===== src/rtl/gpio_rb_pkg.sv =====
package gpio_rb_pkg;

   typedef enum logic [1:0] {
      SZ_BYTE = 2'd0,
      SZ_HALF = 2'd1,
      SZ_WORD = 2'd2,
      SZ_RSVD = 2'd3
   } acc_size_e;

   // low two bits of a grouped slot select the operation
   typedef enum logic [1:0] {
      OP_WRITE = 2'd0,
      OP_CLEAR = 2'd1,
      OP_SET   = 2'd2,
      OP_FLIP  = 2'd3
   } wr_op_e;

   localparam int SLOT_SPAN    = 4;   // bytes between slots
   localparam int NUM_SLOTS    = 17;
   localparam int ALIAS_GROUPS = 3;
   localparam int ALIAS_SLOTS  = ALIAS_GROUPS * 4;
   localparam int PLAIN_REGS   = NUM_SLOTS - ALIAS_SLOTS;
   localparam int NUM_REGS     = ALIAS_GROUPS + PLAIN_REGS;

   // storage index of each register
   localparam int RI_DATA  = 0;
   localparam int RI_MASKA = 1;
   localparam int RI_MASKB = 2;
   localparam int RI_DIR   = 3;
   localparam int RI_POLAR = 4;
   localparam int RI_EDGE  = 5;
   localparam int RI_BOTH  = 6;
   localparam int RI_INEN  = 7;

endpackage


===== src/rtl/gpio_rb_decode.sv =====
module gpio_rb_decode
   import gpio_rb_pkg::*;
#(
   parameter int ADDR_W = 8,
   parameter int SLOT_W = 5
) (
   input  logic [ADDR_W-1:0] addr,
   input  logic [1:0]        size,
   output logic              size_bad,
   output logic              map_bad,
   output logic              hit,
   output logic [SLOT_W-1:0] slot
);

   localparam int WIDX_W = ADDR_W - 2;

   logic [WIDX_W-1:0] word_idx;
   logic              aligned;
   logic              in_range;

   assign word_idx = addr[ADDR_W-1:2];
   assign aligned  = (addr[1:0] == 2'b00);
   assign in_range = (int'(word_idx) < NUM_SLOTS);

   assign size_bad = (size != SZ_HALF);
   assign map_bad  = !(aligned && in_range);
   assign hit      = !size_bad && !map_bad;
   assign slot     = word_idx[SLOT_W-1:0];

endmodule


===== src/rtl/gpio_rb_alias_reg.sv =====
module gpio_rb_alias_reg
   import gpio_rb_pkg::*;
#(
   parameter int W = 16
) (
   input  logic         clk,
   input  logic         rst_n,
   input  logic         we,
   input  wr_op_e       op,
   input  logic [W-1:0] wdata,
   output logic [W-1:0] q
);

   always_ff @(posedge clk or negedge rst_n) begin
      if (!rst_n) begin
         q <= '0;
      end else if (we) begin
         unique case (op)
            OP_WRITE: q <= wdata;
            OP_CLEAR: q <= q & ~wdata;
            OP_SET:   q <= q | wdata;
            OP_FLIP:  q <= q ^ wdata;
            default:  q <= q;
         endcase
      end
   end

endmodule


===== src/rtl/gpio_rb_pindrv.sv =====
module gpio_rb_pindrv #(
   parameter int W       = 16,
   parameter bit REG_OUT = 1'b1
) (
   input  logic         clk,
   input  logic         rst_n,
   input  logic [W-1:0] data,
   input  logic [W-1:0] dir,
   output logic [W-1:0] pin_out,
   output logic [W-1:0] pin_oe
);

   if (REG_OUT) begin : g_reg
      always_ff @(posedge clk or negedge rst_n) begin
         if (!rst_n) begin
            pin_out <= '0;
            pin_oe  <= '0;
         end else begin
            pin_out <= data & dir;
            pin_oe  <= dir;
         end
      end
   end else begin : g_comb
      logic unused_clk;
      assign unused_clk = clk ^ rst_n;
      assign pin_out    = data & dir;
      assign pin_oe     = dir;
   end

endmodule


===== src/rtl/gpio_rb.sv =====
module gpio_rb
   import gpio_rb_pkg::*;
#(
   parameter int NPINS   = 16,
   parameter int ADDR_W  = 8,
   parameter bit REG_OUT = 1'b1
) (
   input  logic              clk,
   input  logic              rst_n,
   input  logic              req_valid,
   input  logic              req_write,
   input  logic [ADDR_W-1:0] req_addr,
   input  logic [1:0]        req_size,
   input  logic [NPINS-1:0]  req_wdata,
   output logic              rsp_ack,
   output logic              rsp_err,
   output logic              rsp_size_err,
   output logic [NPINS-1:0]  rsp_rdata,
   output logic [NPINS-1:0]  pin_out,
   output logic [NPINS-1:0]  pin_oe,
   output logic [NPINS-1:0]  cfg_mask_a,
   output logic [NPINS-1:0]  cfg_mask_b,
   output logic [NPINS-1:0]  cfg_dir,
   output logic [NPINS-1:0]  cfg_polar,
   output logic [NPINS-1:0]  cfg_edge,
   output logic [NPINS-1:0]  cfg_both,
   output logic [NPINS-1:0]  cfg_inen
);

   localparam int SLOT_W = $clog2(NUM_SLOTS);
   localparam int IDX_W  = $clog2(NUM_REGS);

   if (NPINS < 1 || NPINS > 16) begin : g_bad_npins
      $error("gpio_rb: NPINS must be 1..16");
   end
   if (ADDR_W < SLOT_W + 2) begin : g_bad_addr
      $error("gpio_rb: ADDR_W too small for the slot map");
   end

   logic              size_bad;
   logic              map_bad;
   logic              acc_hit;
   logic [SLOT_W-1:0] acc_slot;
   logic              wr_fire;

   gpio_rb_decode #(
      .ADDR_W (ADDR_W),
      .SLOT_W (SLOT_W)
   ) u_decode (
      .addr     (req_addr),
      .size     (req_size),
      .size_bad (size_bad),
      .map_bad  (map_bad),
      .hit      (acc_hit),
      .slot     (acc_slot)
   );

   assign wr_fire = req_valid && req_write && acc_hit;

   logic [NPINS-1:0] reg_q  [NUM_REGS];
   logic             reg_we [NUM_REGS];
   wr_op_e           reg_op [NUM_REGS];

   for (genvar r = 0; r < NUM_REGS; r++) begin : g_reg
      if (r < ALIAS_GROUPS) begin : g_alias
         assign reg_we[r] = wr_fire && ((int'(acc_slot) / SLOT_SPAN) == r);
         assign reg_op[r] = wr_op_e'(acc_slot[1:0]);
      end else begin : g_plain
         assign reg_we[r] = wr_fire &&
                            (int'(acc_slot) == ALIAS_SLOTS + r - ALIAS_GROUPS);
         assign reg_op[r] = OP_WRITE;
      end

      gpio_rb_alias_reg #(
         .W (NPINS)
      ) u_reg (
         .clk   (clk),
         .rst_n (rst_n),
         .we    (reg_we[r]),
         .op    (reg_op[r]),
         .wdata (req_wdata),
         .q     (reg_q[r])
      );
   end

   // read path: every slot of a group maps onto the group's register
   logic [IDX_W-1:0] rd_idx;
   logic [NPINS-1:0] rd_val;

   always_comb begin
      int ri;
      if (int'(acc_slot) < ALIAS_SLOTS) ri = int'(acc_slot) / SLOT_SPAN;
      else                              ri = int'(acc_slot) - ALIAS_SLOTS + ALIAS_GROUPS;
      rd_idx = ri[IDX_W-1:0];
   end

   assign rd_val = reg_q[rd_idx];

   always_ff @(posedge clk or negedge rst_n) begin
      if (!rst_n) begin
         rsp_ack      <= 1'b0;
         rsp_err      <= 1'b0;
         rsp_size_err <= 1'b0;
         rsp_rdata    <= '0;
      end else begin
         rsp_ack      <= req_valid;
         rsp_err      <= req_valid && (size_bad || map_bad);
         rsp_size_err <= req_valid && size_bad;
         rsp_rdata    <= (req_valid && !req_write && acc_hit) ? rd_val : '0;
      end
   end

   gpio_rb_pindrv #(
      .W       (NPINS),
      .REG_OUT (REG_OUT)
   ) u_pindrv (
      .clk     (clk),
      .rst_n   (rst_n),
      .data    (reg_q[RI_DATA]),
      .dir     (reg_q[RI_DIR]),
      .pin_out (pin_out),
      .pin_oe  (pin_oe)
   );

   assign cfg_mask_a = reg_q[RI_MASKA];
   assign cfg_mask_b = reg_q[RI_MASKB];
   assign cfg_dir    = reg_q[RI_DIR];
   assign cfg_polar  = reg_q[RI_POLAR];
   assign cfg_edge   = reg_q[RI_EDGE];
   assign cfg_both   = reg_q[RI_BOTH];
   assign cfg_inen   = reg_q[RI_INEN];

endmodule


===== config.mk =====
export PLATFORM = sky130hd
export DESIGN_NAME = gpio_rb
export DESIGN_NICKNAME = d
export VERILOG_FILES = /design/src/rtl/gpio_rb_pkg.sv /design/src/rtl/gpio_rb_decode.sv /design/src/rtl/gpio_rb_alias_reg.sv /design/src/rtl/gpio_rb_pindrv.sv /design/src/rtl/gpio_rb.sv
export SDC_FILE = /design/constraint.sdc
export NUM_CORES = 1
export LEC_CHECK = 0
export CAP_MARGIN = 20
export CORE_MARGIN = 2
export CORE_UTILIZATION = 40
export DETAILED_ROUTE_END_ITERATION = 7
export PLACE_DENSITY = 0.73
export SLEW_MARGIN = 20
export SYNTH_ARGS = -nofsm -noshare
export SYNTH_HDL_FRONTEND = slang
export SYNTH_SLANG_ARGS = --single-unit

===== constraint.sdc =====
create_clock -name clk -period 1.39 [get_ports clk]
set_input_delay 0.2085 -clock clk [delete_from_list [all_inputs] [get_ports clk]]
set_output_delay 0.2085 -clock clk [all_outputs]
set_load 0.01 [all_outputs]

# Yosys cells after proc, flatten, opt, wreduce, memory -nomap -nowiden
# Cells that the tools add are included.
# totals
output_inout_bits	163
ff_bits	179
inputBits	30
elab_cells	73
# classes
n_eq_ne	11
bitwise	12
n_mux	8
n_lt_le_gt_ge	3
reduce_logical	23
add_sub_neg	2
# op_table
operator	count
one-hot mux 16 bit (4 select lines)	3
bitwise AND 16 bit	4
binary-select mux 16 bit (select 3 bit)	1
two-way mux 16 bit	3
bitwise OR 16 bit	3
bitwise XOR 16 bit	3
logical NOT 32 bit	1
== test 5 bit (second input constant)	5
logical AND 1 bit	16
NOT 16 bit	1
less-than comparator 6 x 5 -> 1 bit (second input constant)	1
less-than comparator 5 x 4 -> 1 bit (second input constant)	1
== test 2 bit (second input constant)	2
>= comparator 4 bit (second input constant)	1
logical NOT 2 bit	2
NOT 3 -> 4 bit	1
adder 3 bit (second input constant)	1
== test 3 x 2 -> 1 bit (second input constant)	1
== test 3 bit (second input constant)	1
logical NOT 1 bit	3
two-way mux 3 bit	1
subtractor 3 bit (second input constant)	1
== test 2 x 1 -> 1 bit (second input constant)	1
!= test 2 x 1 -> 1 bit (second input constant)	1
logical OR 1 bit	1

# Longest topological paths before layout
# Gate-level depths: netlist of run 1.
# logic_depth
word_depth	8
mapped_depth	12
ltp_nobuf	7

# Cells and area by module
# Synthesis of run 1 repeated with hierarchy kept, for this count alone.
# unflattened
hier_cells	1586
area_unflattened_um2	15996.6
# modules_own_cells
mod	cells_each	n_inst	seq_area_each_um2	area_per_inst_um2
gpio_rb_alias_reg	156	8	400.4	1630.3
gpio_rb	280	1	475.5	1975.6
gpio_rb_pindrv	48	1	800.8	900.9
gpio_rb_decode	10	1	0.0	77.6

# Worst setup path before layout of run 1
# No wires, ideal clock.
# synth_path
path_kind	input to register
from	input req_addr[2]
to	register rsp_rdata[10]
n_path_buf	4
setup_ns	0.090
setup_slack_ns	-1.050
arrival_time_ns	2.351
stages	11
required_time_ns	1.300
path_cell_list	clkbuf_1 clkinv_1 clkbuf_1 ha_1 nor4bb_1 o211a_1 and2_1 clkbuf_1 buf_4 nand2_1 o2111ai_1
# synth_via
elab_chain_cells	8
elab_cells_between_ends	13
cone_classes	add/sub (2); order compare (2); mux (5); bitwise (1); reduce/logical (3)
# synth_rtl
element	line	rtl
start, declared	gpio_rb.sv:12	input logic [ADDR_W-1:0] req_addr,
subtractor 3 bit	gpio_rb.sv:93	else ri = int'(acc_slot) - ALIAS_SLOTS + ALIAS_GROUPS;
adder 3 bit	gpio_rb.sv:93	
two-way mux 3 bit	gpio_rb.sv:92	if (int'(acc_slot) < ALIAS_SLOTS) ri = int'(acc_slot) / SLOT_SPAN;
NOT 3 -> 4 bit (not written as such)	gpio_rb.sv:97	assign rd_val = reg_q[rd_idx];
binary-select mux 16 bit (select 3 bit)	gpio_rb.sv:97	
two-way mux 16 bit (not written as such) (2 in series)	gpio_rb.sv:97	
two-way mux 16 bit *	gpio_rb.sv:109	rsp_rdata <= (req_valid && !req_write && acc_hit) ? rd_val : '0;
end signal, assigned	gpio_rb.sv:109	
end, declared	gpio_rb.sv:18	output logic [NPINS-1:0] rsp_rdata,
# Every way passes the cells marked *; elsewhere a longest branch is shown, timed or not. The select of a mux whose other input is x is not followed.
# A chain may end at the register's enable or synchronous reset.

# Worst setup path after layout of run 1
# layout_path
from	register g_reg[1].u_reg.q[1]
to	register g_reg[1].u_reg.q[1]
# layout_via
elab_chain_cells	2
elab_cells_between_ends	4
cone_classes	mux (1); bitwise (3)
# layout_rtl
element	line	rtl
start, declared	gpio_rb_alias_reg.sv:11	output logic [W-1:0] q
start signal, assigned	gpio_rb_alias_reg.sv:19	OP_WRITE: q <= wdata;
start signal, assigned	gpio_rb_alias_reg.sv:20	OP_CLEAR: q <= q & ~wdata;
start signal, assigned	gpio_rb_alias_reg.sv:21	OP_SET: q <= q | wdata;
bitwise XOR 16 bit (tied with other cells)	gpio_rb_alias_reg.sv:22	OP_FLIP: q <= q ^ wdata;
one-hot mux 16 bit (4 select lines) *	gpio_rb_alias_reg.sv:18	unique case (op)
# Every way passes the cells marked *; elsewhere a longest branch is shown, timed or not.

==> results of run 1 <==
## logic make-up after synthesis
group           count (synthesis)  share of synthesized area
compound gates                386                      0.230
simple gates                  215                     0.0978
buf+inv                       189                     0.0704
flops                         179                      0.413
fa+ha+maj                     101                      0.117
mux                            64                     0.0716
## cell type report
type | instances | area (µm²) | area share
Clock buffer | 20 | 447 | 0.0272
Clock inverter | 12 | 95.1 | 0.00579
Inverter | 114 | 465 | 0.0283
Multi-Input combinational cell | 769 | 6300 | 0.383
Sequential cell | 179 | 4510 | 0.275
Tap cell | 341 | 427 | 0.0260
Timing Repair Buffer | 463 | 4180 | 0.254
## worst max path at each step
stage	endpoint	slack, ns	cells past startpoint
3_5_place_dp	g_reg[3].u_reg.q[4]$_DFFE_PN0P_	-0.91	7
2_1_floorplan	rsp_rdata[2]$_DFF_PN0_	-0.43	11
4_1_cts	g_reg[1].u_reg.q[11]$_DFFE_PN0P_	-0.02	7
5_1_grt	g_reg[2].u_reg.q[15]$_DFFE_PN0P_	-0.13	5
3_3_place_gp	g_reg[3].u_reg.q[12]$_DFFE_PN0P_	-0.84	7
6_report	g_reg[1].u_reg.q[1]$_DFFE_PN0P_	-0.07	6
## metal layers
| layer | GRT usage | up-vias | part of all wire |
|---|---|---|---|
| li1 | - | 4831 | - |
| met1 | 0.390 | 5434 | 0.41 |
| met2 | 0.428 | 696 | 0.45 |
| met3 | 0.0708 | 115 | 0.11 |
| met4 | 0.0825 | 2 | 0.034 |
| met5 | 0 | - | 0.00029 |
## where the power goes
part / internal [W] / switching [W]
Combinational: 0.000976 / 0.00128
Sequential: 0.00527 / 0.0000613
Clock: 0.00237 / 0.00227
Total: 0.00861 / 0.00362
## sequential cells by signal, summed over array words and instances (netlist names)
name	flops
rsp_size_err	1
u_pindrv.pin_oe	16
g.u_reg.q	128
u_pindrv.pin_out	16
rsp_rdata	16
rsp_ack	1
rsp_err	1
## metrics by stage
| step | setup WS, ns | setup TNS [ns] | hold WS, ns | util |
|---|---|---|---|---|
| CTS | -0.0234 | -0.0549 | 0.0328 | 0.582 |
| finish | -0.0673 | -0.367 | 0.0382 | 0.613 |
| global placement | -0.845 | -102.73 | 0.125 | 0.550 |
| detailed placement | -0.913 | -108.62 | 0.125 | 0.550 |
| global route | -0.132 | -2.35 | 0.0448 | 0.613 |
| floorplan | -0.431 | -25.63 | -0.0871 | - |
## cell usage in the layout, fill, tap and decap left out, drive strengths merged, types with 16 or more instances in the layout
cell	synthesis	routed
o221ai	16	16
clkbuf	57	28
mux2i	16	16
dfrtp	179	179
a22oi	29	29
and2	18	18
nor2b	21	21
clkdlybuf4s15	0	31
ha	101	101
dlygate4sd2	0	122
mux2	48	48
a21oi	84	84
nor2	27	27
inv	113	116
o31ai	33	33
a211oi	45	45
a21o	16	16
o21ai	108	108
nand2b	18	18
buf	18	286
nand2	116	119
## worst register-to-register path, delay by kind of cell (launching register included)
family | cells | cell delay, ns
DFF | 1 | 0.43
AOI/OAI and AO/OA | 3 | 0.46
buffers and inverters | 2 | 0.20
adders and majority gates | 1 | 0.24
## cells in the mapped netlist (17+ instances only)
| cell | count |
|---|---|
| a21oi_1 | 83 |
| clkbuf_1 | 57 |
| ha_1 | 101 |
| and2_1 | 18 |
| dfrtp_1 | 179 |
| mux2_4 | 20 |
| mux2_2 | 28 |
| nand2b_1 | 17 |
| nor2b_1 | 21 |
| nor2_1 | 27 |
| o31ai_1 | 33 |
| inv_1 | 113 |
| nand2_1 | 112 |
| o21ai_0 | 108 |
| a22oi_1 | 29 |
| a211oi_1 | 45 |
## timing repair
item                                    in CTS  in global routing
endpoints found under the hold margin       77                  0
pin swaps                                   11                 55
gates resized for setup                    277                188
gates cloned                                 4                  6
hold buffers                                 1                  0
endpoints found under the setup margin     308                141
buffers inserted                            49                 28
==> results by group, run 1 <==
Cells and area
  – Nets: 1675
  – Fin cells: 1898
  – Fill cells: 2062
  – Layout Area Growth over Synthesis: 51.5%
  – Diodes inserted: 0
  – Share of cells above drive strength 1: 0.351
  – Post-route cell area: 16400 µm²

Critical path
  – Worst-path fanout max: 4
  – Reg2reg setup slack: -0.07 ns
  – WP data arrival: 1.78 ns
  – Worst r2r path cells: 6
  – Kind of cell adding the most delay to the critical path: compound AO/OA/AOI/OAI gates
  – Critical path class: reg2reg
  – CP Launch Type: flop
  – Slowest CP cell: dfrtp_2
  – Worst path max stage delay: 0.43 ns
  – Crit-path cells: buf_6, inv_1, ha_1, a21oi_2, a211oi_2, a21o_1
  – Worst Setup SP: g_reg[1].u_reg.q[1]$_DFFE_PN0P_
  – Critical R2R Launch: g_reg[1].u_reg.q[1]$_DFFE_PN0P_
  – CP endpoint kind: flop
  – Worst r2r dst: g_reg[1].u_reg.q[1]$_DFFE_PN0P_
  – WP buf/inv: 2
  – Worst endpoint required time: 1.71 ns

Yosys
  – Synth async-reset ratio: 1.00
  – Synth Flop Type: dfrtp_1
  – Mapped Cells: 1134
  – Distinct cell type count after synthesis: 49
  – Yosys warning total: 0
  – Top post-synthesis cells by area: dfrtp_1 41%, ha_1 12%, o21ai_0 5.0%
  – Synth Net Count: 1265
  – Cell Area, Synth: 10800 µm²
  – Largest area contributor in the netlist: dfrtp_1
  – Sequential area share after synthesis: 0.413
  – Share of the synthesized area in the top cell type: 0.413
  – EDFF count, synth: 0
  – Avg Cell Area, Syn: 9.56 µm²
  – Synthesis-stage register bit count: 179

STA
  – Layout Skew: 0.0108 ns
  – Period utilisation layout: 1.05
  – Slew @ Worst Pin: 0.355 ns
  – RSZ-0062 raised after global routing: true
  – Final hold violation count: 0
  – Slew headroom: 0.762
  – Final worst setup slack: -0.0673 ns
  – F_max: 686 MHz
  – Final Setup Violations: 20
  – Fin. max-slew vios: 0
  – Period minus WS final: 1.46 ns

Power and ir drop
  – Design Power: 0.0122 W
  – Worst vdd ir: 0.755 mV
  – PD cells: 745 nW/µm²
  – Leak: 8.26 nW

CTS
  – CTS tree: done
  – CTS max path bufs: 2
  – Htree depth: 4
  – Clk sinks: 179
  – Worst-Skew Late Latency: 0.44 ns
  – CTS root buf: clkbuf_16
  – Num CTS Buffers: 17
  – Clk slew on worst S/H paths: 0.07 ns

Global routing
  – First-pass GRT wire length: 61500 µm
  – Remaining Overflow, GRT: 0
  – Initial antenna violation count: 1
  – Largest net degree at the start of global routing: 50
  – GRT Overall Usage: 0.279
  – Vias in the first global route: 10600

Min path
  – Hold_sp: req_valid
  – Type of the most critical hold path: in2reg
  – Hold Path End: rsp_ack$_DFF_PN0_
  – Min-Delay Path Depth: 2

Route
  – Vias: 11100
  – Initial DRC Count: 1182
  – Drt wl/cell: 22.0 µm
  – Via/cell ratio: 5.84
  – Remaining antenna violation count after routing: 0
  – DR DRC count: 0
  – Iteration count of the initial detailed-routing pass: 6
  – Post-Route WL: 41700 µm

Outcome
  – Outcome: complete, but fails checks
  – Violated checks: setup timing

Floorplan
  – I/O pin cnt: 193
  – Die height: 169 µm
  – Initial core utilization: 0.404
  – Core area: 26800 µm²
  – Row cnt: 60
  – Die W: 169 µm
  – Full die area: 28400 µm²

Placement
  – RePlAce Congestion: 0.911
  – Placed Cells incl. Taps: 1779
  – Port bufs: 192
  – Placement Cell Area: 14800 µm²
  – DP Wirelength: 27400 µm

Flow run
  – Max-cap violations: 0
No activity file was read; power rests on OpenSTA's default activity.
==> run 2, diff against run 1 <==
- CAP_MARGIN: 20 -> default
==> results of run 2 <==
Final layout, timing and power as in run 1 (identical DEF).
==> run 3, diff against run 2 <==
- PLACE_DENSITY: 0.73 -> 0.67
- SKIP_CTS_REPAIR_TIMING: default -> 1
- TNS_END_PERCENT: default -> 30
==> run 3 against run 2 <==
Net effect:
- the flow still finishes with violations (setup timing)
- maximum frequency fell by 12%
- hold slack improved by 0.022 ns
- first-iteration DRC count fell by 17%
- clock power rose by 2%
- total power rose by 0.43%
- core utilization rose by 0.070 points
- largest power group unchanged
- sequential cell count did not move
- critical path depth fell by 5
- largest cell class unchanged
==> results by group, run 3 (synthesized netlist as in run 1, its figures left out) <==
Cells and area
  – Largest Register: g.u_reg.q
  – Sequential Area: 4520 µm²
  – Share of cells above drive strength 1: 0.292
  – Layout Area Growth over Synthesis: 51.7%
  – Fill cells: 2076
  – Diodes inserted: 0
  – Max FFs per register: 128
  – Most common cell after layout, fill and taps aside: buf_4
  – Multi-input logic area: 6100 µm²
  – Nets: 1630
  – Post-route cell area: 16400 µm²
  – Most frequent cells in the layout: 187 x buf_4, 166 x dlymetal6s2s_1, 149 x dfrtp_1, 109 x nand2_1, 99 x inv_1

Outcome
  – Violated checks: setup timing
  – Outcome: complete, but fails checks

Critical path
  – WP data arrival: 1.44 ns
  – WP buf/inv: 1
  – Critical path class: reg2out
  – CP endpoint kind: primary output
  – CP Launch Type: flop
  – Slowest CP cell: clkdlybuf4s50_1
  – Kind of cell adding the most delay to the critical path: buffers and inverters
  – Worst path max stage delay: 0.57 ns
  – Worst endpoint required time: 1.18 ns
  – Worst-path fanout max: 5
  – Crit-path cells: clkdlybuf4s50_1

Global routing
  – GR Util met1: 0.382
  – GR Layer Usage met3: 0.0482
  – Met2 Use GR: 0.401
  – Remaining Overflow, GRT: 0
  – Largest net degree at the start of global routing: 53
  – Initial antenna violation count: 0
  – Grt peak-use layer: met2
  – First-pass GRT wire length: 57700 µm
  – Vias in the first global route: 9811
  – GRT Overall Usage: 0.262

Floorplan
  – Die height: 169 µm
  – I/O pin cnt: 193
  – Full die area: 28400 µm²
  – Initial core utilization: 0.404
  – Row cnt: 60
  – Core area: 26800 µm²
  – Die W: 169 µm

Power and ir drop
  – Worst vdd ir: 0.799 mV
  – Leak: 10.2 nW
  – PD cells: 747 nW/µm²
  – Design Power: 0.0123 W

STA
  – Slew headroom: 0.717
  – Slew @ Worst Pin: 0.423 ns
  – Final worst setup slack: -0.260 ns
  – Fin. max-slew vios: 0
  – RSZ-0062 raised after global routing: true
  – Final Setup Violations: 8
  – Period minus WS final: 1.65 ns
  – F_max: 606 MHz
  – Final hold violation count: 0
  – Period utilisation layout: 1.19
  – Layout Skew: 0.0124 ns

Placement
  – Placement Cell Area: 14500 µm²
  – DP Wirelength: 27100 µm
  – Port bufs: 192
  – RePlAce Congestion: 0.909
  – Setup WS pre-CTS: -0.998 ns

CTS
  – CTS max path bufs: 2
  – Clk slew on worst S/H paths: 0.08 ns
  – CTS tree: done
  – Clk sinks: 179
  – Htree depth: 4
  – CTS root buf: clkbuf_16
  – Num CTS Buffers: 17
  – Worst-Skew Late Latency: 0.44 ns

Route
  – Remaining antenna violation count after routing: 0
  – Via/cell ratio: 5.73
  – Vias: 10600
  – Iteration count of the initial detailed-routing pass: 7
  – Initial DRC Count: 979
  – Drt wl/cell: 21.5 µm
  – Post-Route WL: 39800 µm
  – DR DRC count: 0

Min path
  – Type of the most critical hold path: in2reg

Flow run
  – Max-cap violations: 0
[run 3: worst paths after layout]
check	slack, ns	depth (start not counted)	endpoint	start
hold reg to reg	0.45	0	u_pindrv.pin_oe[10]$_DFF_PN0_	g_reg[3].u_reg.q[10]$_DFFE_PN0P_
max in group asynchronous	0.58	3	g_reg[1].u_reg.q[1]$_DFFE_PN0P_	rst_n
hold / removal	0.06	2	rsp_ack$_DFF_PN0_	req_valid
min in group asynchronous	0.22	2	g_reg[6].u_reg.q[3]$_DFFE_PN0P_	rst_n
setup reg to reg	-0.01	6	rsp_rdata[9]$_DFF_PN0_	g_reg[1].u_reg.q[9]$_DFFE_PN0P_
setup / recovery	-0.26	1	cfg_mask_a[2]	g_reg[1].u_reg.q[2]$_DFFE_PN0P_
[run 3: metrics by stage]
| step | utilization | instances | setup TNS, ns | hold slack, ns |
|---|---|---|---|---|
| 2_1_floorplan | - | 1134 | -25.13 | -0.0871 |
| 3_3_place_gp | 0.542 | 1770 | -111.97 | 0.112 |
| 3_5_place_dp | 0.542 | 1770 | -115.78 | 0.115 |
| 4_1_cts | 0.563 | 1802 | -84.80 | -0.344 |
| 5_1_grt | 0.613 | 1853 | -0.965 | 0.0613 |
| 6_report | 0.613 | 1853 | -0.291 | 0.0604 |
[run 3: layout make-up]
type	instances	area share
Sequential cell	179	0.275
Clock buffer	18	0.0261
Clock inverter	14	0.00799
Multi-Input combinational cell	768	0.371
Inverter	114	0.0286
Timing Repair inverter	1	0.000533
Tap cell	341	0.0260
Timing Repair Buffer	418	0.265
[run 3: metal layers]
metal,routed length [µm],share of wire,vias up
li1,-,-,4744
met1,17300,0.43,5250
met2,18100,0.45,544
met3,3270,0.082,85
met4,1190,0.030,0
met5,0,0,-
[run 3: power breakdown]
| part | switching [W] | leakage, nW | internal (W) | total [W] |
|---|---|---|---|---|
| Clock | 0.00226 | 0.274 | 0.00250 | 0.00475 |
| Combinational | 0.00123 | 7.52 | 0.000961 | 0.00219 |
| Sequential | 0.0000696 | 2.36 | 0.00527 | 0.00534 |
| Total | 0.00355 | 10.2 | 0.00873 | 0.0123 |
